### config.mk
export PLATFORM = sky130hd
export DESIGN_NAME = host_mailbox
export DESIGN_NICKNAME = d
export VERILOG_FILES = /design/src/rtl/mbox_pkg.sv /design/src/rtl/mbox_ctrl.sv /design/src/rtl/mbox_datapath.sv /design/src/rtl/host_mailbox.sv
export SDC_FILE = /design/constraint.sdc
export NUM_CORES = 1
export LEC_CHECK = 0
export BUFFER_PORTS_ARGS = -buffer_cell sky130_fd_sc_hd__buf_4
export CAP_MARGIN = 30
export CORE_ASPECT_RATIO = 0.7
export CORE_MARGIN = 1
export CORE_UTILIZATION = 39
export CTS_CLUSTER_SIZE = 20
export DETAILED_ROUTE_END_ITERATION = 12
export MAX_ROUTING_LAYER = met4
export PLACE_DENSITY = 0.75
export SKIP_CTS_REPAIR_TIMING = 1
export SYNTH_ARGS = -nofsm -noshare
export SYNTH_HDL_FRONTEND = slang
export SYNTH_HIERARCHICAL = 1
export SYNTH_SLANG_ARGS = --single-unit
### constraint.sdc
create_clock -name clk -period 0.8 [get_ports clk]
set_input_delay 0.08 -clock clk [delete_from_list [all_inputs] [get_ports clk]]
set_output_delay 0.08 -clock clk [all_outputs]
set_load 0.05 [all_outputs]
### src/rtl/mbox_pkg.sv
package mbox_pkg;
  // Strobes from control to datapath
  typedef struct packed {
    logic loadIn;    // capture host byte into inbound register
    logic inSelCmd;  // marker value for that byte
    logic loadOut;   // capture controller byte into outbound register
  } mbox_strobe_t;

  localparam int STAT_OUT_FULL = 0;
  localparam int STAT_IN_FULL  = 1;
  localparam int STAT_BUSY     = 2;
  localparam int STAT_CMD      = 3;
  localparam int STAT_TOKEN    = 7;
endpackage

### src/rtl/mbox_ctrl.sv
module mbox_ctrl
  import mbox_pkg::*;
(
  input  logic         clk,
  input  logic         rstN,
  input  logic         hostSel,
  input  logic         hostWr,
  input  logic         hostRd,
  input  logic         ctlPop,
  input  logic         ctlPush,
  output mbox_strobe_t strb,
  output logic         inFull,
  output logic         outFull,
  output logic         overrun
);
  logic clrRead;

  assign clrRead = hostRd && !hostSel;

  always_comb begin
    strb.loadIn   = hostWr;
    strb.inSelCmd = hostSel;
    strb.loadOut  = ctlPush;
  end

  always_ff @(posedge clk) begin
    if (!rstN) begin
      inFull  <= 1'b0;
      outFull <= 1'b0;
      overrun <= 1'b0;
    end else begin
      if (hostWr)      inFull <= 1'b1;
      else if (ctlPop) inFull <= 1'b0;

      if (ctlPush) begin
        outFull <= 1'b1;
        if (outFull && !clrRead) overrun <= 1'b1;
      end else if (clrRead) begin
        outFull <= 1'b0;
      end
    end
  end

  AST_WRITE_SETS_IN: assert property (@(posedge clk) disable iff (!rstN)
    hostWr |=> inFull);
  AST_POP_CLEARS_IN: assert property (@(posedge clk) disable iff (!rstN)
    (ctlPop && !hostWr) |=> !inFull);
  AST_READ_CLEARS_OUT: assert property (@(posedge clk) disable iff (!rstN)
    (hostRd && !hostSel && !ctlPush) |=> !outFull);
  AST_PUSH_SETS_OUT: assert property (@(posedge clk) disable iff (!rstN)
    ctlPush |=> outFull);
  AST_OVERRUN_STICKY: assert property (@(posedge clk) disable iff (!rstN)
    overrun |=> overrun);
  AST_NO_SILENT_OVERWRITE: assert property (@(posedge clk) disable iff (!rstN)
    (ctlPush && outFull && !clrRead) |=> overrun);
endmodule

### src/rtl/mbox_datapath.sv
module mbox_datapath
  import mbox_pkg::*;
#(
  parameter int DATA_W = 8
) (
  input  logic              clk,
  input  logic              rstN,
  input  mbox_strobe_t      strb,
  input  logic [DATA_W-1:0] hostWdata,
  input  logic [DATA_W-1:0] ctlPushData,
  input  logic              hostSel,
  input  logic              inFull,
  input  logic              outFull,
  input  logic              ctlBusy,
  input  logic              ctlTokenMode,
  output logic [DATA_W-1:0] hostRdata,
  output logic [DATA_W-1:0] ctlPopData,
  output logic              ctlPopCmd
);
  localparam int STAT_W = 8;
  localparam int PAD_W  = DATA_W - STAT_W;

  logic [DATA_W-1:0] inReg;
  logic [DATA_W-1:0] outReg;
  logic              cmdMark;
  logic [STAT_W-1:0] statByte;
  logic [DATA_W-1:0] statWord;

  always_ff @(posedge clk) begin
    if (!rstN) begin
      inReg   <= '0;
      outReg  <= '0;
      cmdMark <= 1'b0;
    end else begin
      if (strb.loadIn) begin
        inReg   <= hostWdata;
        cmdMark <= strb.inSelCmd;
      end
      if (strb.loadOut) outReg <= ctlPushData;
    end
  end

  always_comb begin
    statByte                = '0;
    statByte[STAT_OUT_FULL] = outFull;
    statByte[STAT_IN_FULL]  = inFull;
    statByte[STAT_BUSY]     = ctlBusy;
    statByte[STAT_CMD]      = cmdMark;
    statByte[STAT_TOKEN]    = ctlTokenMode;
  end

  generate
    if (PAD_W > 0) begin : g_pad
      assign statWord = {{PAD_W{1'b0}}, statByte};
    end else begin : g_nopad
      assign statWord = statByte[DATA_W-1:0];
    end
  endgenerate

  assign hostRdata  = hostSel ? statWord : outReg;
  assign ctlPopData = inReg;
  assign ctlPopCmd  = cmdMark;

  AST_MARKER_TRACKS_OFFSET: assert property (@(posedge clk) disable iff (!rstN)
    strb.loadIn |=> (cmdMark == $past(hostSel)));
  AST_IN_BYTE_CAPTURED: assert property (@(posedge clk) disable iff (!rstN)
    strb.loadIn |=> (ctlPopData == $past(hostWdata)));
  AST_OUT_HELD: assert property (@(posedge clk) disable iff (!rstN)
    !strb.loadOut |=> $stable(outReg));
endmodule

### src/rtl/host_mailbox.sv
module host_mailbox
  import mbox_pkg::*;
#(
  parameter int DATA_W = 8
) (
  input  logic              clk,
  input  logic              rstN,
  input  logic              hostSel,
  input  logic              hostWr,
  input  logic              hostRd,
  input  logic [DATA_W-1:0] hostWdata,
  output logic [DATA_W-1:0] hostRdata,
  output logic              hostIrq,
  input  logic              ctlPop,
  output logic [DATA_W-1:0] ctlPopData,
  output logic              ctlPopCmd,
  output logic              ctlInFull,
  input  logic              ctlPush,
  input  logic [DATA_W-1:0] ctlPushData,
  output logic              ctlOutFull,
  output logic              ctlOverrun,
  input  logic              ctlBusy,
  input  logic              ctlTokenMode
);
  mbox_strobe_t strb;
  logic inFull, outFull, overrun;

  mbox_ctrl u_ctrl (
    .clk(clk), .rstN(rstN), .hostSel(hostSel), .hostWr(hostWr), .hostRd(hostRd),
    .ctlPop(ctlPop), .ctlPush(ctlPush), .strb(strb),
    .inFull(inFull), .outFull(outFull), .overrun(overrun)
  );

  mbox_datapath #(.DATA_W(DATA_W)) u_dp (
    .clk(clk), .rstN(rstN), .strb(strb), .hostWdata(hostWdata),
    .ctlPushData(ctlPushData), .hostSel(hostSel), .inFull(inFull),
    .outFull(outFull), .ctlBusy(ctlBusy), .ctlTokenMode(ctlTokenMode),
    .hostRdata(hostRdata), .ctlPopData(ctlPopData), .ctlPopCmd(ctlPopCmd)
  );

  assign hostIrq    = outFull;
  assign ctlInFull  = inFull;
  assign ctlOutFull = outFull;
  assign ctlOverrun = overrun;

  AST_IRQ_CLEARED_BY_READ: assert property (@(posedge clk) disable iff (!rstN)
    (hostRd && !hostSel && !ctlPush) |=> !hostIrq);
endmodule

Yosys cells after proc, flatten, opt, wreduce, memory -nomap -nowiden
Cells that the tools add are included.
{"block": "totals", "register_bits": 20, "in_bits": 25, "out_inout_bits": 21, "word_cells": 18}
{"block": "classes", "n_mux": 5, "n_reduce_logical": 7}
{"cell": "two-way mux 8 bit", "count": 1}
{"cell": "two-way mux 1 bit", "count": 4}
{"cell": "nonzero test 2 bit", "count": 2}
{"cell": "logical AND 1 bit", "count": 2}
{"cell": "zero test 1 bit", "count": 2}
{"cell": "AND reduction 2 bit", "count": 1}

Longest topological paths before layout
Gate-level depths: netlist of the first run.
{"block": "depth", "word_depth": 5, "mapped_depth": 4, "mapped_depth_nobuf": 3}

By module
The synthesis of the first run kept the hierarchy.
{"module": "mbox_datapath", "n_inst": 1, "cells_per_inst": 63, "area_each_um2": 752.0, "seq_area_each_um2": 340.3}
{"module": "mbox_ctrl", "n_inst": 1, "cells_per_inst": 13, "area_each_um2": 133.9, "seq_area_each_um2": 60.1}
{"module": "host_mailbox", "n_inst": 1, "cells_per_inst": 1, "area_each_um2": 7.5, "seq_area_each_um2": 0.0}

Least setup slack after synthesis of the first run
Ideal clock, no wire load.
{"block": "synth_path", "path_type": "flip-flop to output port", "startpoint": "register u_dp.outReg[4]", "endpoint": "output port hostRdata[4]", "arrival_time_ps": 1017, "t_required_ps": 720, "setup_slack_ps": -297, "path_stages_with_launch": 2, "n_path_buf": 0, "cell_sequence": "dfxtp_1 nor2b_1"}
{"block": "synth_via", "elab_chain_cells": 1}
{"element": "start: declaration", "line_no": "mbox_datapath.sv:24", "text": "logic [DATA_W-1:0] outReg;"}
{"element": "start signal: assignment", "line_no": "mbox_datapath.sv:39", "text": "if (strb.loadOut) outReg <= ctlPushData;"}
{"element": "two-way mux 8 bit", "line_no": "mbox_datapath.sv:60", "text": "assign hostRdata = hostSel ? statWord : outReg;"}
{"element": "end: declaration", "line_no": "host_mailbox.sv:12", "text": "output logic [DATA_W-1:0] hostRdata,"}
Every way passes these cells.

Worst setup path after layout of the first run
{"block": "layout_path", "startpoint": "register u_ctrl.outFull", "endpoint": "output port hostRdata[0]"}
{"block": "layout_via", "elab_chain_cells": 1}
{"element": "start: declaration", "line_no": "mbox_ctrl.sv:13", "text": "output logic outFull,"}
{"element": "start signal: assignment", "line_no": "mbox_ctrl.sv:29", "text": "outFull <= 1'b0;"}
{"element": "start signal: assignment", "line_no": "mbox_ctrl.sv:36", "text": "outFull <= 1'b1;"}
{"element": "start signal: assignment", "line_no": "mbox_ctrl.sv:39", "text": "outFull <= 1'b0;"}
{"element": "two-way mux 8 bit", "line_no": "mbox_datapath.sv:60"}
Every way passes these cells.

==> flow_metrics.env, run 1 <==
export IMPL_status="finished, violations left"
export IMPL_violations="setup timing"
export IMPL_powerDensity_mw_per_mm2=1670
export IMPL_finalCriticalPeriod_ns=1.15
export IMPL_ir_drop_mv=1.11
export IMPL_drive_above_1_share_pct=65.9
export IMPL_crit_slowest_cell="dfxtp_4"
export IMPL_cts_tree="done"
export IMPL_crit_path_end="hostRdata[0]"
export IMPL_clock_latency_ns=0.30
export IMPL_crit_chain="mux2_4 -> buf_6"
export IMPL_post_drt_wl_per_cell_um=12.4
export IMPL_synthCells=77
export IMPL_overflow=0
export IMPL_synth_edf_count=0
export IMPL_fin_nets=149
export IMPL_grt_pass1_vias=688
export IMPL_dr_pass1_iters=4
export IMPL_fmax_mhz=871
export IMPL_cts_root_buf="clkbuf_4"
export IMPL_initial_core_util_pct=41.5
export IMPL_portBuffers=45
export IMPL_synth_top_cell_by_area="dfxtp_1"
export IMPL_wl_um=1920
export IMPL_hold_class="primary input to flip-flop"
export IMPL_synth_seq_cells=20
export IMPL_finClkSkew_ns=0.000261
export IMPL_crit_path_start="u_ctrl/outFull"
export IMPL_cts_sinks=20
export IMPL_diodes=0
export IMPL_yosysWarnings=6
export IMPL_dieArea_mm2=0.00249
export IMPL_grt_setup_unrepaired="true"
export IMPL_synth_avg_cell_area_um2=11.6
export IMPL_ys_seq_area_share_pct=44.8
export IMPL_worst_ep_required_time_ns=0.72
export IMPL_ys_types=10
export IMPL_crit_family="flip-flops"
export IMPL_path_class="flip-flop to primary output"
export IMPL_start_kind="flip-flop"
export IMPL_path_max_fanout=2
export IMPL_antenna_found_initial=0
export IMPL_maxCapViolCount=0
export IMPL_cp_depth=2
export IMPL_dpl_hpwl_um=1390
export IMPL_max_slew_margin_rel_pct=90.6
export IMPL_cts_made_buffers=3
export IMPL_h_tree_depth=1
export IMPL_synth_most_common_cell="nor2b_1"
export IMPL_ant_nets=0
export IMPL_placed_cells=150
export IMPL_post_route_cell_area_mm2=0.00145
export IMPL_areaGrowthSynthToFinish_pct=62.2
export IMPL_grt_pass1_wl_um=2950
export IMPL_hold_viol_final=0
export IMPL_synth_top_cell_area_share_pct=44.8
export IMPL_max_stage_delay_ns=0.36
export IMPL_route_detailed_drc=0
export IMPL_clkTransAtPathRegs_ns=0.11
export IMPL_pin_count=46
export IMPL_core_area_mm2=0.00215
export IMPL_synth_flop_cell="dfxtp_1"
export IMPL_drt_initial_drc_count=16
export IMPL_leakage_uw=0.000676
export IMPL_grt_usage_pct=16.9
export IMPL_arrival_ns=1.07
export IMPL_stdcell_count=155
export IMPL_ys_top_cells_by_count="nor2b_1, dfxtp_1, mux2i_1"
export IMPL_r2r_cells=3
export IMPL_gp_congestion=0.693
export IMPL_synth_area_leaders="dfxtp_1, mux2i_1, nor2b_1, mux2_4, buf_4"
export IMPL_grt_max_degree=21
export IMPL_drv_slew=0
export IMPL_setup_violations=22
export IMPL_dpl_cell_area_mm2=0.00127
export IMPL_num_vias=695
export IMPL_r2r_start="u_ctrl/inFull"
export IMPL_r2r_end="u_ctrl/inFull"
export IMPL_setup_ws_ns=-0.348
export IMPL_dieWidth_um=59.2
export IMPL_cts_buffer_depth=2
export IMPL_worstMarginPinSlew_ns=0.138
export IMPL_crit_buf_inv=1
export IMPL_synth_net_count=102
export IMPL_r2r_setup_slack_ns=-0.03
export IMPL_die_h_um=42.0
export IMPL_core_rowCount=14
export IMPL_fin_util_pct=67.2
export IMPL_cp_end_kind="primary output"
export IMPL_synth_async_sr_flop_share_pct=0
export IMPL_period_share_pct=143
export IMPL_viasPerCell=4.48
export IMPL_hold_depth=3
export IMPL_netlist_area_um2=893
stage by stage:
stage	TNS [ns]	hold slack [ns]	total power (uW)	setup WS [ns]
after CTS	-4.76	0.0246	2360	-0.394
after floorplan	-0.0992	0.197	1560	-0.0429
after global routing	-5.03	0.0148	2540	-0.393
final	-3.90	0.0412	2410	-0.348
after detailed placement	-0.150	0.350	1770	-0.0400
after global placement	-0.139	0.335	1750	-0.0338
kinds of logic after synthesis:
group,Yosys count,synth area share [%]
mux,22,27.5
flops,20,44.8
compound gates,3,2.10
simple gates,24,17.6
buf+inv,8,7.98
sequential cells by signal, indices dropped and copies added (netlist names):
register         count
u_dp/ctlPopData      8
u_dp/outReg          8
u_ctrl/inFull        1
u_ctrl/outFull       1
u_ctrl/overrun       1
u_dp/ctlPopCmd       1
report_power, final:
group	internal, uW	total (uW)	switching [uW]
clock	277	578	300
sequential	1060	1100	38.3
combinational	354	736	383
worst min-delay path by stage:
stage | from | endpoint | slack (ns)
detailed placement | ctlPushData[3] | u_dp/outReg[3] | 0.35
global route | hostWdata[2] | u_dp/ctlPopData[2] | 0.01
finish | ctlPushData[6] | u_dp/outReg[6] | 0.04
global placement | hostWdata[2] | u_dp/ctlPopData[2] | 0.34
floorplan | rstN | u_ctrl/inFull | 0.20
CTS | hostWdata[2] | u_dp/ctlPopData[2] | 0.02
worst reg2reg max path, stage by stage (launching register included):
cell	delay, ns
dfxtp_4	0.36
buf_6	0.11
nor2b_1	0.12
o21a_1	0.15
placed cells by master (no fill, tap or decap), drive strengths merged:
cell type	n
a21oi	1
a31oi	1
buf	50
clkbuf	4
dfxtp	20
mux2	5
mux2i	17
nand2b	1
nor2b	23
o21a	1
routing by layer:
layer | GRT usage (%) | routed length, um | vias up
met3 | 6.79 | 116 | 2
met2 | 28.8 | 986 | 27
li1 | - | - | 343
met4 | 5.71 | 19 | 0
met1 | 17.7 | 796 | 323
met5 | - | 0 | -
area by class of cell:
cell class | instances | area, um2
tap | 32 | 40.0
sequential | 20 | 429
clock buffer | 4 | 36.3
timing repair buffer | 50 | 495
fill | 170 | 706
multi-input combinational | 49 | 448
Power figures use the tool's default switching activity.
==> inputs of run 2 (changes only) <==
--- a/config.mk
+++ b/config.mk
@@ -13,9 +13,8 @@
 export CTS_CLUSTER_SIZE = 20
 export DETAILED_ROUTE_END_ITERATION = 12
 export MAX_ROUTING_LAYER = met4
-export PLACE_DENSITY = 0.75
+export PLACE_DENSITY = 0.76
 export SKIP_CTS_REPAIR_TIMING = 1
 export SYNTH_ARGS = -nofsm -noshare
 export SYNTH_HDL_FRONTEND = slang
-export SYNTH_HIERARCHICAL = 1
 export SYNTH_SLANG_ARGS = --single-unit
==> run 2 against run 1 <==
Against the previous run:
- the run ends with DRC, setup timing left
- critical path type unchanged
- power is 2.3% lower
- via count is 2.3% lower
- non-clock buffer count stayed put
- flip-flop and latch count stayed put
- clock-buffer cell count stayed put
- critical endpoint is now hostRdata[3]
==> flow_metrics.env, run 2 <==
export IMPL_status="finished, violations left"
export IMPL_violations="DRC, setup timing"
export IMPL_synth_fa_ha_area_share_pct=0
export IMPL_cts_root_buf="clkbuf_4"
export IMPL_ys_top_cells_by_count="dfxtp_1, nor2b_1, mux2i_1"
export IMPL_synth_seq_cells=20
export IMPL_leakage_uw=0.000683
export IMPL_path_class="flip-flop to primary output"
export IMPL_synthXorXnorAreaFrac_pct=0
export IMPL_synth_compound_area_share_pct=2.19
export IMPL_p_clk_share_pct=21.4
export IMPL_hold_viol_final=0
export IMPL_clkTransAtPathRegs_ns=0.11
export IMPL_setup_ws_ns=-0.364
export IMPL_dpl_hpwl_um=1350
export IMPL_route_detailed_drc=3
export IMPL_clock_latency_ns=0.30
export IMPL_ant_nets=0
export IMPL_switching_power_uw=738
export IMPL_antenna_found_initial=0
export IMPL_synth_edf_count=0
export IMPL_grt_usage_pct=17.2
export IMPL_cts_made_buffers=3
export IMPL_wl_um=2070
export IMPL_final_cell_mix="buf_4, nor2b_1, mux2i_1, dfxtp_2"
export IMPL_setup_violations=22
export IMPL_fin_util_pct=74.0
export IMPL_stdcell_count=145
export IMPL_pin_count=46
export IMPL_fmax_mhz=859
export IMPL_drive_above_1_share_pct=65.9
export IMPL_powerDensity_mw_per_mm2=1630
export IMPL_synth_simple_area_share_pct=19.3
export IMPL_initial_core_util_pct=43.8
export IMPL_period_share_pct=145
export IMPL_grt_pass1_wl_um=2690
export IMPL_n_fill_cell=135
export IMPL_ir_drop_mv=1.18
export IMPL_ys_types=12
export IMPL_comb_power_share_pct=31.8
export IMPL_synth_avg_cell_area_um2=11.4
export IMPL_start_kind="flip-flop"
export IMPL_synth_top_cell_area_share_pct=46.8
export IMPL_h_tree_depth=1
export IMPL_synth_top_family_by_area="multiplexers"
export IMPL_post_drt_wl_per_cell_um=14.2
export IMPL_cts_tree="done"
export IMPL_hold_class="primary input to flip-flop"
export IMPL_synth_area_leaders="dfxtp_1, mux2i_1, nor2b_1, mux2_2, and2b_2"
export IMPL_diodes=0
export IMPL_cts_sinks=20
export IMPL_yosysWarnings=0
export IMPL_path_max_fanout=2
export IMPL_core_rowCount=13
export IMPL_synth_async_sr_flop_share_pct=0
export IMPL_p_int_uw=1620
export IMPL_layout_area_seq_um2=432
export IMPL_switching_share_pct=31.3
export IMPL_num_vias=679
export IMPL_cp_end_kind="primary output"
export IMPL_dr_pass1_iters=8
export IMPL_core_area_mm2=0.00195
export IMPL_arrival_ns=1.08
export IMPL_die_h_um=41.2
export IMPL_fin_nets=149
export IMPL_dieWidth_um=58.0
export IMPL_synth_net_count=100
export IMPL_synthCells=75
export IMPL_seqPwrFrac_pct=46.9
export IMPL_worst_ep_required_time_ns=0.72
export IMPL_ys_seq_area_share_pct=46.8
export IMPL_cts_buffer_depth=2
export IMPL_finalCriticalPeriod_ns=1.16
export IMPL_crit_slowest_cell="dfxtp_4"
export IMPL_crit_chain="mux2_4 -> buf_6"
export IMPL_synthMuxAreaShare_pct=26.5
export IMPL_netlist_area_um2=856
export IMPL_dieArea_mm2=0.00239
export IMPL_drt_initial_drc_count=13
export IMPL_grt_max_degree=21
export IMPL_preCtsSetupSlack_ns=-0.0630
export IMPL_finClkSkew_ns=0.000154
export IMPL_placed_cells=139
export IMPL_overflow=0
export IMPL_drv_slew=0
export IMPL_areaGrowthSynthToFinish_pct=68.7
export IMPL_viasPerCell=4.68
export IMPL_grt_setup_unrepaired="true"
export IMPL_multiInputGateArea_um2=448
export IMPL_synth_top_cell_by_area="dfxtp_1"
export IMPL_max_slew_margin_rel_pct=87.7
export IMPL_gp_congestion=0.628
export IMPL_portBuffers=45
export IMPL_worstMarginPinSlew_ns=0.185
export IMPL_layout_commonest_cell="buf_4"
export IMPL_synth_flop_cell="dfxtp_1"
export IMPL_grt_pass1_vias=571
export IMPL_finalPower_uw=2360
export IMPL_max_stage_delay_ns=0.36
export IMPL_maxCapViolCount=0
run 2: final timing paths:
check	startpoint	endpoint	slack, ns	depth (start not counted)
setup / recovery	u_dp.ctlPopCmd	hostRdata[3]	-0.36	2
hold / removal	ctlPushData[4]	u_dp.outReg[4]	0.03	3
setup reg to reg	u_ctrl.outFull	u_ctrl.outFull	-0.05	4
hold reg to reg	u_dp.outReg[4]	u_dp.outReg[4]	0.52	2
run 2: logic make-up (layout without fill, tap and decap cells):
family,after synthesis,after routing
simple gates,24,24
mux,22,22
flops,20,20
buf+inv,6,54
compound gates,3,3
run 2: metal layers:
metal	track usage, %	part of all wire [%]	vias to the layer above
li1	-	-	346
met1	19.4	44	301
met2	27.0	48	30
met3	6.94	7.2	2
met4	8.93	1.0	0
met5	-	0	-
run 2: final cells by class:
| type | instances | area share (%) |
|---|---|---|
| tap | 22 | 1.91 |
| timing repair buffer | 50 | 35.4 |
| clock buffer | 4 | 1.82 |
| sequential | 20 | 29.9 |
| multi-input combinational | 49 | 31.0 |
run 2: through the flow:
step                setup TNS, ns  area, um2  hold slack [ns]
floorplan                 -0.0564        890            0.249
global placement           -0.197       1230            0.335
detailed placement         -0.242       1230            0.347
CTS                         -4.89       1260           0.0208
global route                -5.20       1440           0.0161
finish                      -4.18       1440           0.0267
run 2: power by group through the flow:
stage	Sequential (uW)	Combinational [uW]	Clock [uW]
after floorplan	1240	295	0
after global placement	1110	625	0
after detailed placement	1110	634	0
after CTS	1090	635	529
after global routing	1110	784	574
final	1100	749	504
run 2: critical path, delay by kind of cell (launching register included):
| kind | cells | cell delay, ns |
|---|---|---|
| flip-flops | 1 | 0.36 |
| multiplexers | 1 | 0.26 |
| buffers and inverters | 1 | 0.15 |
==> inputs of run 3 (changes only) <==
--- a/config.mk
+++ b/config.mk
@@ -5,15 +5,15 @@
 export SDC_FILE = /design/constraint.sdc
 export NUM_CORES = 1
 export LEC_CHECK = 0
+export ABC_AREA = 1
 export BUFFER_PORTS_ARGS = -buffer_cell sky130_fd_sc_hd__buf_4
 export CAP_MARGIN = 30
-export CORE_ASPECT_RATIO = 0.7
 export CORE_MARGIN = 1
-export CORE_UTILIZATION = 39
+export CORE_UTILIZATION = 45
 export CTS_CLUSTER_SIZE = 20
 export DETAILED_ROUTE_END_ITERATION = 12
 export MAX_ROUTING_LAYER = met4
-export PLACE_DENSITY = 0.76
+export PLACE_DENSITY = 0.84
 export SKIP_CTS_REPAIR_TIMING = 1
 export SYNTH_ARGS = -nofsm -noshare
 export SYNTH_HDL_FRONTEND = slang
==> constraint.sdc (replaced) <==
create_clock -name clk -period 1.5 [get_ports clk]
set_input_delay 0.15 -clock clk [delete_from_list [all_inputs] [get_ports clk]]
set_output_delay 0.15 -clock clk [all_outputs]
set_load 0.05 [all_outputs]
==> run 3 against run 2 <==
Against the previous run:
- the flow finishes with violations (DRC)
- non-clock buffer count down 5
- clock power down 52%
- design area down 22%
- via count up 19%
- wire length down 8.5%
- largest cell class is now sequential cells
- highest routed layer unchanged
==> flow_metrics.env, run 3 <==
export IMPL_status="finished, violations left"
export IMPL_violations="DRC"
export IMPL_hold_viol_final=0
export IMPL_fmax_mhz=850
export IMPL_grt_pass1_vias=713
export IMPL_finalCriticalPeriod_ns=1.18
export IMPL_synth_edf_count=0
export IMPL_min_from="hostWdata[2]"
export IMPL_synth_area_leaders="dfxtp_1, nor2_1, nand2_1, o21ai_1, o21ai_0"
export IMPL_worst_ep_required_time_ns=1.35
export IMPL_grt_setup_unrepaired="false"
export IMPL_synth_flop_cell="dfxtp_1"
export IMPL_final_cell_mix="buf_4, nor2_1, dfxtp_1, nand2_1, o21ai_1"
export IMPL_drive_above_1_share_pct=35.6
export IMPL_synth_seq_cells=20
export IMPL_arrival_ns=1.03
export IMPL_viasPerCell=4.90
export IMPL_yosysWarnings=0
export IMPL_dieWidth_um=43.9
export IMPL_period_share_pct=78.5
export IMPL_cts_tree="done"
export IMPL_setup_violations=0
export IMPL_crit_path_start="u_ctrl.outFull"
export IMPL_areaGrowthSynthToFinish_pct=42.8
export IMPL_grt_usage_pct=22.0
export IMPL_synth_most_common_cell="nor2_1"
export IMPL_core_area_mm2=0.00158
export IMPL_max_slew_margin_rel_pct=84.7
export IMPL_synth_top_cell_area_share_pct=50.7
export IMPL_ir_drop_mv=0.756
export IMPL_synthCells=106
export IMPL_layout_commonest_cell="buf_4"
export IMPL_gp_congestion=0.787
export IMPL_diodes=0
export IMPL_dr_pass1_iters=10
export IMPL_ys_seq_area_share_pct=50.7
export IMPL_maxCapViolCount=0
export IMPL_fin_nets=176
export IMPL_drt_initial_drc_count=12
export IMPL_ant_nets=0
export IMPL_dpl_cell_area_mm2=0.00110
export IMPL_post_route_cell_area_mm2=0.00113
export IMPL_fin_util_pct=71.5
export IMPL_num_vias=809
export IMPL_start_kind="flip-flop"
export IMPL_dieArea_mm2=0.00193
export IMPL_hold_class="primary input to flip-flop"
export IMPL_pin_count=46
export IMPL_cts_sinks=20
export IMPL_finClkSkew_ns=0.000450
export IMPL_r2r_start="u_ctrl.outFull"
export IMPL_route_detailed_drc=1
export IMPL_synth_avg_cell_area_um2=7.45
export IMPL_portBuffers=45
export IMPL_post_drt_wl_per_cell_um=11.5
export IMPL_whs_ns=0.0721
export IMPL_cp_end_kind="primary output"
export IMPL_ys_top_cells_by_count="nor2_1, dfxtp_1, nand2_1"
export IMPL_drv_slew=0
export IMPL_cts_buffer_depth=2
export IMPL_grt_pass1_wl_um=3030
export IMPL_leakage_uw=0.000578
export IMPL_clock_latency_ns=0.29
export IMPL_overflow=0
export IMPL_initial_core_util_pct=50.1
export IMPL_core_rowCount=14
export IMPL_setup_tns_final_ns=0
export IMPL_antenna_found_initial=0
export IMPL_synth_async_sr_flop_share_pct=0
export IMPL_cts_made_buffers=3
export IMPL_die_h_um=43.9
export IMPL_synth_top_cell_by_area="dfxtp_1"
export IMPL_powerDensity_mw_per_mm2=1030
export IMPL_path_class="flip-flop to primary output"
export IMPL_wl_um=1890
export IMPL_grt_max_degree=19
export IMPL_netlist_area_um2=790
export IMPL_path_max_fanout=5
export IMPL_worstMarginPinSlew_ns=0.227
export IMPL_ys_types=15
export IMPL_synth_net_count=131
export IMPL_cts_root_buf="clkbuf_4"
export IMPL_dpl_hpwl_um=1410
export IMPL_h_tree_depth=1
export IMPL_clkTransAtPathRegs_ns=0.10
run 3: routing by layer:
layer / global-route usage, % / vias to the layer above / part of all wire [%]
met5: - / - / 0
met4: 12.7 / 0 / 1.9
met3: 2.92 / 4 / 7.9
met2: 33.7 / 38 / 47
met1: 27.8 / 347 / 43
li1: - / 420 / -
run 3: critical path, cell delays in order, from the launching register on:
cell     delay (ns)
dfxtp_1        0.40
nand2_1        0.07
nand2_1        0.07
buf_4          0.19
run 3: layout make-up:
class	instances	area [um2]
sequential	20	400
timing repair buffer	45	338
clock buffer	3	22.5
inverter	9	33.8
tap	16	20.0
multi-input combinational	72	313
fill	142	449
run 3: final timing paths:
path                         to  slack, ns  depth (start not counted)
max                hostRdata[0]       0.32                          3
min          u_dp.ctlPopData[2]       0.07                          3
max reg2reg      u_ctrl.overrun       0.80                          2
min reg2reg      u_dp.outReg[5]       0.47                          2
run 3: where the power goes:
group          leakage [uW]  internal (uW)  total, uW  switching, uW
clock network     0.0000138           93.5        244            151
registers          0.000166            568        588           20.1
logic              0.000398            117        334            218
run 3: cells by family after synthesis:
kind of cell | Yosys count | synth area share (%)
AND/OR/NAND/NOR | 48 | 23.0
AO/OA/AOI/OAI | 24 | 16.6
flip-flops | 20 | 50.7
buffers and inverters | 14 | 9.67
run 3: per-stage QoR:
step | worst slack [ns] | power [uW] | std cells
2_1_floorplan | 0.231 | 815 | 106
3_3_place_gp | 0.622 | 929 | 162
3_5_place_dp | 0.617 | 935 | 162
4_1_cts | 0.322 | 1180 | 165
5_1_grt | 0.253 | 1220 | 165
6_report | 0.323 | 1170 | 165
